## src/rtl/lcg_gen.sv

```systemverilog
module lcg_gen #(
  parameter int MULT    = 15,
  parameter int INCR    = 5,
  parameter int MODULUS = 7,
  parameter int SEED_W  = 8,
  localparam int VAL_W  = (MODULUS > 2) ? $clog2(MODULUS) : 1,
  localparam int MUL_W  = $clog2(MULT + 1) + 1,
  localparam int INC_W  = $clog2(INCR + 1) + 1,
  localparam int PROD_W = ((VAL_W + MUL_W > INC_W) ? VAL_W + MUL_W : INC_W) + 1
) (
  input  logic              clk,
  input  logic              rst,
  input  logic [SEED_W-1:0] seed_i,
  input  logic              load_i,
  input  logic              step_i,
  output logic [VAL_W-1:0]  value_o
);

  localparam logic [PROD_W-1:0] MOD_P  = PROD_W'(MODULUS);
  localparam logic [PROD_W-1:0] MULT_P = PROD_W'(MULT);
  localparam logic [PROD_W-1:0] INCR_P = PROD_W'(INCR);
  localparam logic [SEED_W-1:0] MOD_S  = SEED_W'(MODULUS);
  localparam logic [VAL_W-1:0]  START  = VAL_W'(1 % MODULUS);

  logic [PROD_W-1:0] prod;
  logic [VAL_W-1:0]  stepped;
  logic [VAL_W-1:0]  loaded;

  assign prod    = MULT_P * PROD_W'(value_o) + INCR_P;
  assign stepped = VAL_W'(prod % MOD_P);
  assign loaded  = VAL_W'(seed_i % MOD_S);

  always_ff @(posedge clk) begin
    if (rst)         value_o <= START;
    else if (load_i) value_o <= loaded;
    else if (step_i) value_o <= stepped;
  end

endmodule

```

## config.mk

```make
export PLATFORM = sky130hd
export DESIGN_NAME = lcg_gen
export DESIGN_NICKNAME = d
export VERILOG_FILES = /design/src/rtl/lcg_gen.sv
export SDC_FILE = /design/constraint.sdc
export NUM_CORES = 1
export LEC_CHECK = 0
export BUFFER_PORTS_ARGS = -buffer_cell sky130_fd_sc_hd__buf_2
export CORE_MARGIN = 10
export CORE_UTILIZATION = 25
export DETAILED_ROUTE_END_ITERATION = 7
export GPL_TIMING_DRIVEN = 1
export PLACE_DENSITY = 0.44
export SLEW_MARGIN = 20
export SYNTH_ARGS = -nofsm -noshare
export SYNTH_HDL_FRONTEND = slang
export SYNTH_SLANG_ARGS = --single-unit
```

## constraint.sdc

```tcl
create_clock -name clk -period 16.4 [get_ports clk]
set_input_delay 0.82 -clock clk [delete_from_list [all_inputs] [get_ports clk]]
set_output_delay 0.82 -clock clk [all_outputs]
set_load 0.02 [all_outputs]
```

==> impl_metrics.py, run 1 <==
metrics = {
    "run_status": {
        "status": "complete, no violations",
    },
    "timing": {
        "rsz0062_at_grt": "no",
        "fin_setup_tns_ps": 0,
        "min_period_over_period": 0.390,
        "slew_viol_final": 0,
        "setup_viol": 0,
        "max_slew_margin": 0.441,
        "finClkSkew_ps": 0.540,
        "final_hold_viol_count": 0,
        "fmax_mhz": 156,
        "post-route-min-period_ps": 6400,
        "tightest_slew_ps": 832,
    },
    "worst_setup_path": {
        "crit_chain": "inv_1 -> fa_1 -> inv_1 -> ha_1 -> ha_1 -> o21ai_0 -> a22oi_1 -> a21boi_0 -> nor4_1 -> a21oi_1 -> o311ai_2 -> ha_1 -> o31ai_1 -> o41ai_1 -> a32oi_1 -> o211ai_1 -> a31o_2 -> o21ai_2 -> xnor2_1 -> ha_1 -> o211a_1 -> a2111oi_4 -> mux2i_1 -> a211oi_2",
        "path_buf_inv": 2,
        "cpLargestDelayFamily": "compound AO/OA/AOI/OAI gates",
        "worstSetupStartpointType": "register",
        "arrival_ps": 6500,
        "path_common_cell": "ha_1",
        "crit_path_end_kind": "register",
        "slowest_stage": "a21boi_0",
        "required_ps": 16500,
        "critPathMaxStageDelay_ps": 680,
        "cp_max_fo": 12,
        "critPathKind": "reg2reg",
    },
    "synth": {
        "synth_cell_types": 70,
        "ys_seq_area_frac": 0.0407,
        "synth.net_count": 212,
        "ys.warnings.count": 0,
        "postSynthCellCount": 184,
        "synth_flop_cell": "dfxtp_1",
        "async_flop_share": 0,
        "syn_area_um2": 1480,
        "synth_edf_count": 0,
        "syn_avg_cell_area_um2": 8.02,
        "yosys_register_bits": 3,
    },
    "clocking": {
        "clock_latency_ps": 220,
        "clock-sinks": 3,
        "cts_resized": 0,
        "cts_buffers": 3,
        "cts_max_level": 1,
        "clkTransAtPathRegs_ps": 30,
        "clk_path_buf_depth": 2,
        "cts_tree": "done",
        "postCtsSetupRepairBufs": 0,
        "clock-root-buffer": "clkbuf_8",
        "ctsHoldBuffers": 0,
    },
    "drt": {
        "firstDrtPassIters": 5,
        "wl_met3_um": 126,
        "viasPerCell": 5.35,
        "ant_nets": 0,
        "drt-wirelength-per-cell_um": 14.4,
        "routed-via-count": 1451,
        "highest-signal-layer": "met3",
        "met2_length_mm": 1.83,
        "dr.first_iter.drc_count": 48,
        "route.detailed.drc": 0,
        "drt_wl_total_mm": 3.89,
        "wl_met1_mm": 1.93,
    },
    "global_route": {
        "grt_pass1_vias": 1460,
        "antenna_found_initial": 0,
        "grtUsageTotal": 0.0790,
        "grt_pass1_wl_mm": 6.72,
        "grt_max_degree": 23,
        "grt-ovfl-total": 0,
    },
    "floorplanning": {
        "fp.dieArea_um2": 9370,
        "dieHeight_um": 96.8,
        "io_pins": 15,
        "start_util": 0.263,
        "fp.dieW_um": 96.8,
        "std_cell_rows": 27,
        "core_um2": 5610,
    },
    "final_layout": {
        "nets": 228,
        "n_antenna_cell": 0,
        "largest_reg_flops": 3,
        "largest-register": "value_o",
        "syn2layout_area_growth_pct": 12.4,
        "mostFrequentLayoutCells": "nor2_1, inv_1, o21ai_0, ha_1, buf_2",
        "mostFrequentLayoutCell": "nor2_1",
        "drive_above_1_share": 0.241,
        "biggestRegsByFlops": "value_o: 3 flops",
    },
    "placed_design": {
        "hpwl_mm": 3.22,
        "port_buffers": 14,
        "gp_congestion": 0.805,
    },
    "hold_path": {
        "hp-class": "reg2reg",
    },
    "run": {
        "drv_cap": 0,
    },
}
## worst reg2reg max path: stages, from the launching register on
cell	delay, ps
dfxtp_1	570
inv_1	190
fa_1	560
inv_1	40
ha_1	190
ha_1	370
o21ai_0	180
a22oi_1	120
a21boi_0	680
nor4_1	200
a21oi_1	210
o311ai_2	160
ha_1	330
o31ai_1	120
o41ai_1	130
a32oi_1	160
o211ai_1	200
a31o_2	280
o21ai_2	220
xnor2_1	130
ha_1	240
o211a_1	260
a2111oi_4	380
mux2i_1	260
a211oi_2	80
## area by class of cell
| cell class | instances | area (um2) |
|---|---|---|
| fillers | 641 | 3950 |
| multi-input cells | 161 | 1320 |
| repair buffers | 17 | 92.6 |
| well taps | 72 | 90.1 |
| flip-flops and latches | 3 | 60.1 |
| inverters | 14 | 52.6 |
| clock buffers | 4 | 45.0 |
## final timing paths
kind	from	to	slack, ps	cells past startpoint
setup / recovery	value_o[0]	value_o[1]	10000	24
hold / removal	value_o[1]	value_o[1]	630	2
setup reg to reg	value_o[0]	value_o[1]	10000	24
hold reg to reg	value_o[1]	value_o[1]	630	2
## cell usage after synthesis (all sizes together), types with 3 or more instances
library cell | instances | area, um2
nand2 | 8 | 30.0
a21oi | 11 | 55.1
a211oi | 3 | 27.5
o21ai | 17 | 100
xnor2 | 3 | 26.3
inv | 14 | 52.6
dfxtp | 3 | 60.1
a221oi | 4 | 35.0
o211a | 3 | 30.0
buf | 6 | 45.0
a22oi | 3 | 22.5
o31ai | 5 | 42.5
or2b | 3 | 23.8
o21a | 4 | 37.5
nor4 | 3 | 33.8
o211ai | 5 | 37.5
ha | 14 | 175
nor3 | 5 | 25.0
mux2i | 4 | 40.0
nor2 | 20 | 75.1
## through the flow
| stage | setup WS [ps] | hold slack [ps] | utilization | area [um2] | cells |
|---|---|---|---|---|---|
| global route | 9370 | 677 | 0.296 | 1660 | 271 |
| finish | 10000 | 627 | 0.296 | 1660 | 271 |
| global placement | 10030 | 618 | 0.288 | 1610 | 267 |
| detailed placement | 10040 | 625 | 0.288 | 1610 | 267 |
| CTS | 10000 | 634 | 0.296 | 1660 | 271 |
| floorplan | 10570 | 658 | - | 1480 | 184 |
## layer usage
metal  up-vias  track usage
met3         0       0.0114
met1       671        0.102
met5         -            0
met4         0       0.0158
li1        756            -
met2        24        0.134
## logic make-up after synthesis
| group | count (synthesis) | synth area share |
|---|---|---|
| AO/OA/AOI/OAI | 77 | 0.442 |
| AND/OR/NAND/NOR | 56 | 0.219 |
| buffers and inverters | 20 | 0.0662 |
| adder cells (fa/ha/maj) | 17 | 0.153 |
| multiplexers | 6 | 0.0450 |
| XOR/XNOR | 5 | 0.0348 |
| flip-flops | 3 | 0.0407 |
Power of run 1 is not shown: default switching activity piles up to over one toggle a cycle in this logic, so the estimate is an artifact.
==> run 2, diff against run 1 <==
- PLACE_DENSITY: 0.44 -> 0.46
- clock period: 16.4 -> 5.4 ns (I/O delays scaled with it)
==> impl_metrics.py, run 2 (synthesis results as in run 1) <==
metrics = {
    "worst_setup_path": {
        "reg2reg_slack_ps": 40,
        "cpLargestDelayFamily": "compound AO/OA/AOI/OAI gates",
        "worstSetupStartpointType": "register",
        "critPathMaxStageDelay_ps": 540,
        "critPathKind": "reg2reg",
        "arrival_ps": 5450,
        "cp_max_fo": 4,
        "crit_path_end_kind": "register",
        "required_ps": 5490,
        "slowest_stage": "or4_4",
        "path_buf_inv": 3,
    },
    "timing": {
        "fmax_mhz": 187,
        "final_hold_viol_count": 0,
        "setup_viol": 0,
        "fin_setup_tns_ps": 0,
        "setup_ws_ps": 40.3,
        "post-route-min-period_ps": 5360,
        "tightest_slew_ps": 819,
        "min_period_over_period": 0.993,
        "hold_ws_ps": 304,
        "slew_viol_final": 0,
        "rsz0062_at_grt": "yes",
        "max_slew_margin": 0.448,
        "finClkSkew_ps": 2.47,
    },
    "global_route": {
        "antenna_found_initial": 0,
        "grt-ovfl-total": 0,
        "grtUsageTotal": 0.0883,
        "grt_pass1_vias": 1618,
        "grt_max_degree": 23,
        "grt_pass1_wl_mm": 7.49,
    },
    "floorplanning": {
        "io_pins": 15,
        "std_cell_rows": 27,
        "start_util": 0.263,
        "fp.dieW_um": 96.8,
        "core_um2": 5610,
        "fp.dieArea_um2": 9370,
        "dieHeight_um": 96.8,
    },
    "drt": {
        "viasPerCell": 5.16,
        "firstDrtPassIters": 4,
        "drt-wirelength-per-cell_um": 14.7,
        "drt_wl_total_mm": 4.66,
        "routed-via-count": 1632,
        "route.detailed.drc": 0,
        "dr.first_iter.drc_count": 39,
        "ant_nets": 0,
    },
    "placed_design": {
        "port_buffers": 14,
        "gp_congestion": 0.763,
        "pre_cts_slack_ps": -57.1,
        "hpwl_mm": 3.59,
    },
    "hold_path": {
        "hp-class": "in2reg",
    },
    "clocking": {
        "cts_max_level": 1,
        "cts_buffers": 3,
        "cts_tree": "done",
        "clk_path_buf_depth": 2,
        "clock-sinks": 3,
        "clkTransAtPathRegs_ps": 30,
        "clock-root-buffer": "clkbuf_8",
        "clock_latency_ps": 210,
    },
    "final_layout": {
        "drive_above_1_share": 0.504,
        "biggestRegsByFlops": "value_o: 3 flops",
        "largest-register": "value_o",
        "nets": 273,
        "mostFrequentLayoutCell": "buf_4",
        "fillers": 611,
        "mostFrequentLayoutCells": "buf_4, nor2_1, buf_2",
        "syn2layout_area_growth_pct": 50.4,
        "n_antenna_cell": 0,
        "utilization": 0.396,
        "largest_reg_flops": 3,
    },
    "run_status": {
        "status": "complete, no violations",
    },
    "run": {
        "drv_cap": 0,
    },
}
## run 2: cell types whose count changed in the layout (fill, tap and decap cells not counted), sizes merged
cell | before | now
buf | 17 | 62
## run 2: per-layer routing
layer / part of all wire / wire (um) / up-vias / global-route usage
li1: - / - / 838 / -
met1: 0.49 / 2300 / 772 / 0.120
met2: 0.47 / 2210 / 18 / 0.146
met3: 0.027 / 128 / 4 / 0.0106
met4: 0.0062 / 29 / 0 / 0.0135
met5: 0 / 0 / - / 0
## run 2: through the flow
| step | instance area [um2] | instances |
|---|---|---|
| global route | 2220 | 316 |
| CTS | 2000 | 308 |
| global placement | 1900 | 300 |
| finish | 2220 | 316 |
| detailed placement | 1900 | 300 |
| floorplan | 1520 | 184 |
## run 2: worst reg2reg max path: stages (launching register included)
cell	delay (ps)
dfxtp_2	320
inv_2	50
buf_6	110
fa_1	510
inv_2	50
ha_4	260
xor2_4	160
a41o_4	280
o21a_4	200
or4_4	540
o211ai_1	150
o311ai_4	180
ha_4	210
o31ai_4	60
o41ai_2	100
a32oi_1	160
o211ai_1	180
a31o_2	280
o21ai_4	190
xnor2_2	90
ha_2	210
o21ai_2	120
nor2_2	70
a2111oi_4	410
mux2i_1	280
a211oi_2	80
## run 2: final cells by class
type	count	area, um2	share of cell area
repair buffers	62	438	0.197
flip-flops and latches	3	66.3	0.0299
multi-input cells	161	1530	0.688
well taps	72	90.1	0.0406
inverters	14	52.6	0.0237
clock buffers	4	45.0	0.0203
## run 2: worst paths after layout
path | from | end | cells past startpoint
min reg2reg | value_o[2] | value_o[2] | 4
min | rst | value_o[1] | 2
max | value_o[2] | value_o[1] | 25
max reg2reg | value_o[2] | value_o[1] | 25
## run 2: what timing repair did
action                                  in CTS  in global routing
setup buffers                                5                  8
resized for setup                            5                 30
endpoints found under the setup margin       3                  3
cloned                                       0                  0
pin swaps                                    9                 23
hold buffers                                 0                  0
Power of run 2 is left out for the same reason.
==> run 3, diff against run 2 <==
- PLACE_DENSITY: 0.46 -> 0.52
==> impl_metrics.py, run 3 (synthesis results as in run 1) <==
metrics = {
    "worst_setup_path": {
        "r2r-start": "value_o[2]",
        "path_buf_inv": 4,
        "reg2reg_slack_ps": 120,
        "cpLargestDelayFamily": "compound AO/OA/AOI/OAI gates",
        "critPathMaxStageDelay_ps": 510,
        "r2r_cells": 25,
        "required_ps": 5490,
        "worstSetupStartpointType": "register",
        "arrival_ps": 5370,
        "slowest_stage": "fa_1",
        "crit_path_end_kind": "register",
        "rr_endpoint": "value_o[1]",
        "cp_max_fo": 4,
        "critPathKind": "reg2reg",
    },
    "global_route": {
        "grtUsageTotal": 0.0869,
        "antenna_found_initial": 0,
        "gr-usage-met2": 0.137,
        "met3_usage": 0.00852,
        "grt_use_met1": 0.121,
        "grt-ovfl-total": 0,
        "busiest_layer": "met2",
        "grt_pass1_vias": 1588,
        "grt_pass1_wl_mm": 7.29,
        "grt_max_degree": 23,
    },
    "clocking": {
        "clock-sinks": 3,
        "clk_path_buf_depth": 2,
        "clkTransAtPathRegs_ps": 30,
        "ctsHoldBuffers": 0,
        "cts_tree": "done",
        "cts_buffers": 3,
        "cts_max_level": 1,
        "clock-root-buffer": "clkbuf_8",
        "clock_latency_ps": 210,
    },
    "timing": {
        "fmax_mhz": 190,
        "setup_ws_ps": 124,
        "rsz0062_at_grt": "yes",
        "tightest_slew_ps": 703,
        "final_hold_viol_count": 0,
        "fin_setup_tns_ps": 0,
        "post-route-min-period_ps": 5280,
        "slew_viol_final": 0,
        "min_period_over_period": 0.977,
        "finClkSkew_ps": 0.105,
        "setup_viol": 0,
        "max_slew_margin": 0.526,
    },
    "final_layout": {
        "mostFrequentLayoutCell": "buf_4",
        "drive_above_1_share": 0.471,
        "nets": 271,
        "largest_reg_flops": 3,
        "syn2layout_area_growth_pct": 46.4,
        "fin_area_um2": 2160,
        "n_antenna_cell": 0,
        "utilization": 0.385,
        "largest-register": "value_o",
        "mostFrequentLayoutCells": "buf_4, nor2_1, buf_2",
        "biggestRegsByFlops": "value_o: 3 flops",
    },
    "drt": {
        "firstDrtPassIters": 5,
        "drt_wl_total_mm": 4.43,
        "routed-via-count": 1648,
        "viasPerCell": 5.25,
        "route.detailed.drc": 0,
        "ant_nets": 0,
        "dr.first_iter.drc_count": 78,
        "drt-wirelength-per-cell_um": 14.1,
    },
    "hold_path": {
        "hp-start": "rst",
        "hp-class": "in2reg",
        "hold_path_depth": 2,
        "holdPathEnd": "value_o[1]",
    },
    "run": {
        "drv_cap": 0,
    },
    "floorplanning": {
        "fp.dieW_um": 96.8,
        "start_util": 0.263,
        "dieHeight_um": 96.8,
        "std_cell_rows": 27,
        "io_pins": 15,
        "core_um2": 5610,
        "fp.dieArea_um2": 9370,
    },
    "placed_design": {
        "hpwl_mm": 3.45,
        "gp_congestion": 0.881,
        "port_buffers": 14,
        "place_area_um2": 1870,
        "pre_cts_slack_ps": -0.886,
    },
    "run_status": {
        "status": "complete, no violations",
    },
}
## run 3: cell types whose count changed in the layout (fill, tap and decap cells not counted), moves of 2 or more
cell	previous run	this run
a221oi_2	2	0
a221oi_1	2	4
buf_4	46	44
inv_2	5	3
inv_1	9	11
## run 3: area by class of cell
cell class                      count  area [um2]
Clock buffer                        4        45.0
Fill cell                         608        3450
Inverter                           14        52.6
Multi-Input combinational cell    161        1480
Sequential cell                     3        66.3
Tap cell                           72        90.1
Timing Repair Buffer               60         423
## run 3: what timing repair did
| item | CTS | global route |
|---|---|---|
| resized for setup | 16 | 12 |
| pin swaps | 17 | 12 |
| endpoints found under the hold margin | 0 | 0 |
| setup endpoints to repair | 1 | 3 |
| setup buffers | 7 | 6 |
## run 3: per-layer routing
metal	part of all wire	wire, um
met1	0.52	2310
met3	0.016	72
met2	0.45	1990
met4	0.013	59
met5	0	0
## run 3: how the worst max path moves through the flow
stage	to	cells past startpoint	slack, ps	start
2_1_floorplan	value_o[1]	25	10	value_o[0]
3_3_place_gp	value_o[1]	27	-20	value_o[1]
3_5_place_dp	value_o[1]	27	-0.9	value_o[1]
4_1_cts	value_o[1]	24	3	value_o[2]
5_1_grt	value_o[0]	25	-140	value_o[2]
6_report	value_o[1]	25	120	value_o[2]
## run 3: through the flow
stage / hold WS, ps / cells
finish: 268 / 314
floorplan: 327 / 184
global placement: 487 / 297
CTS: 263 / 308
global route: 275 / 314
detailed placement: 487 / 297
## run 3: worst reg2reg max path, cell delays in order (launching register included)
cell and delay [ps]:
dfxtp_2 320, inv_2 40, buf_6 110, fa_1 510, inv_2 50, ha_4 290
xor2_4 190, a41o_4 260, nor4_4 60, buf_4 140, or4_4 490, o211ai_1 160
o311ai_4 170, ha_4 210, o31ai_4 50, o41ai_2 100, a32oi_1 170, o211ai_1 180
a211o_2 370, o21ai_4 80, xnor2_2 90, ha_2 200, o211a_1 230, a2111oi_4 360
mux2i_1 250, a211oi_2 80
Power of run 3 is left out for the same reason.
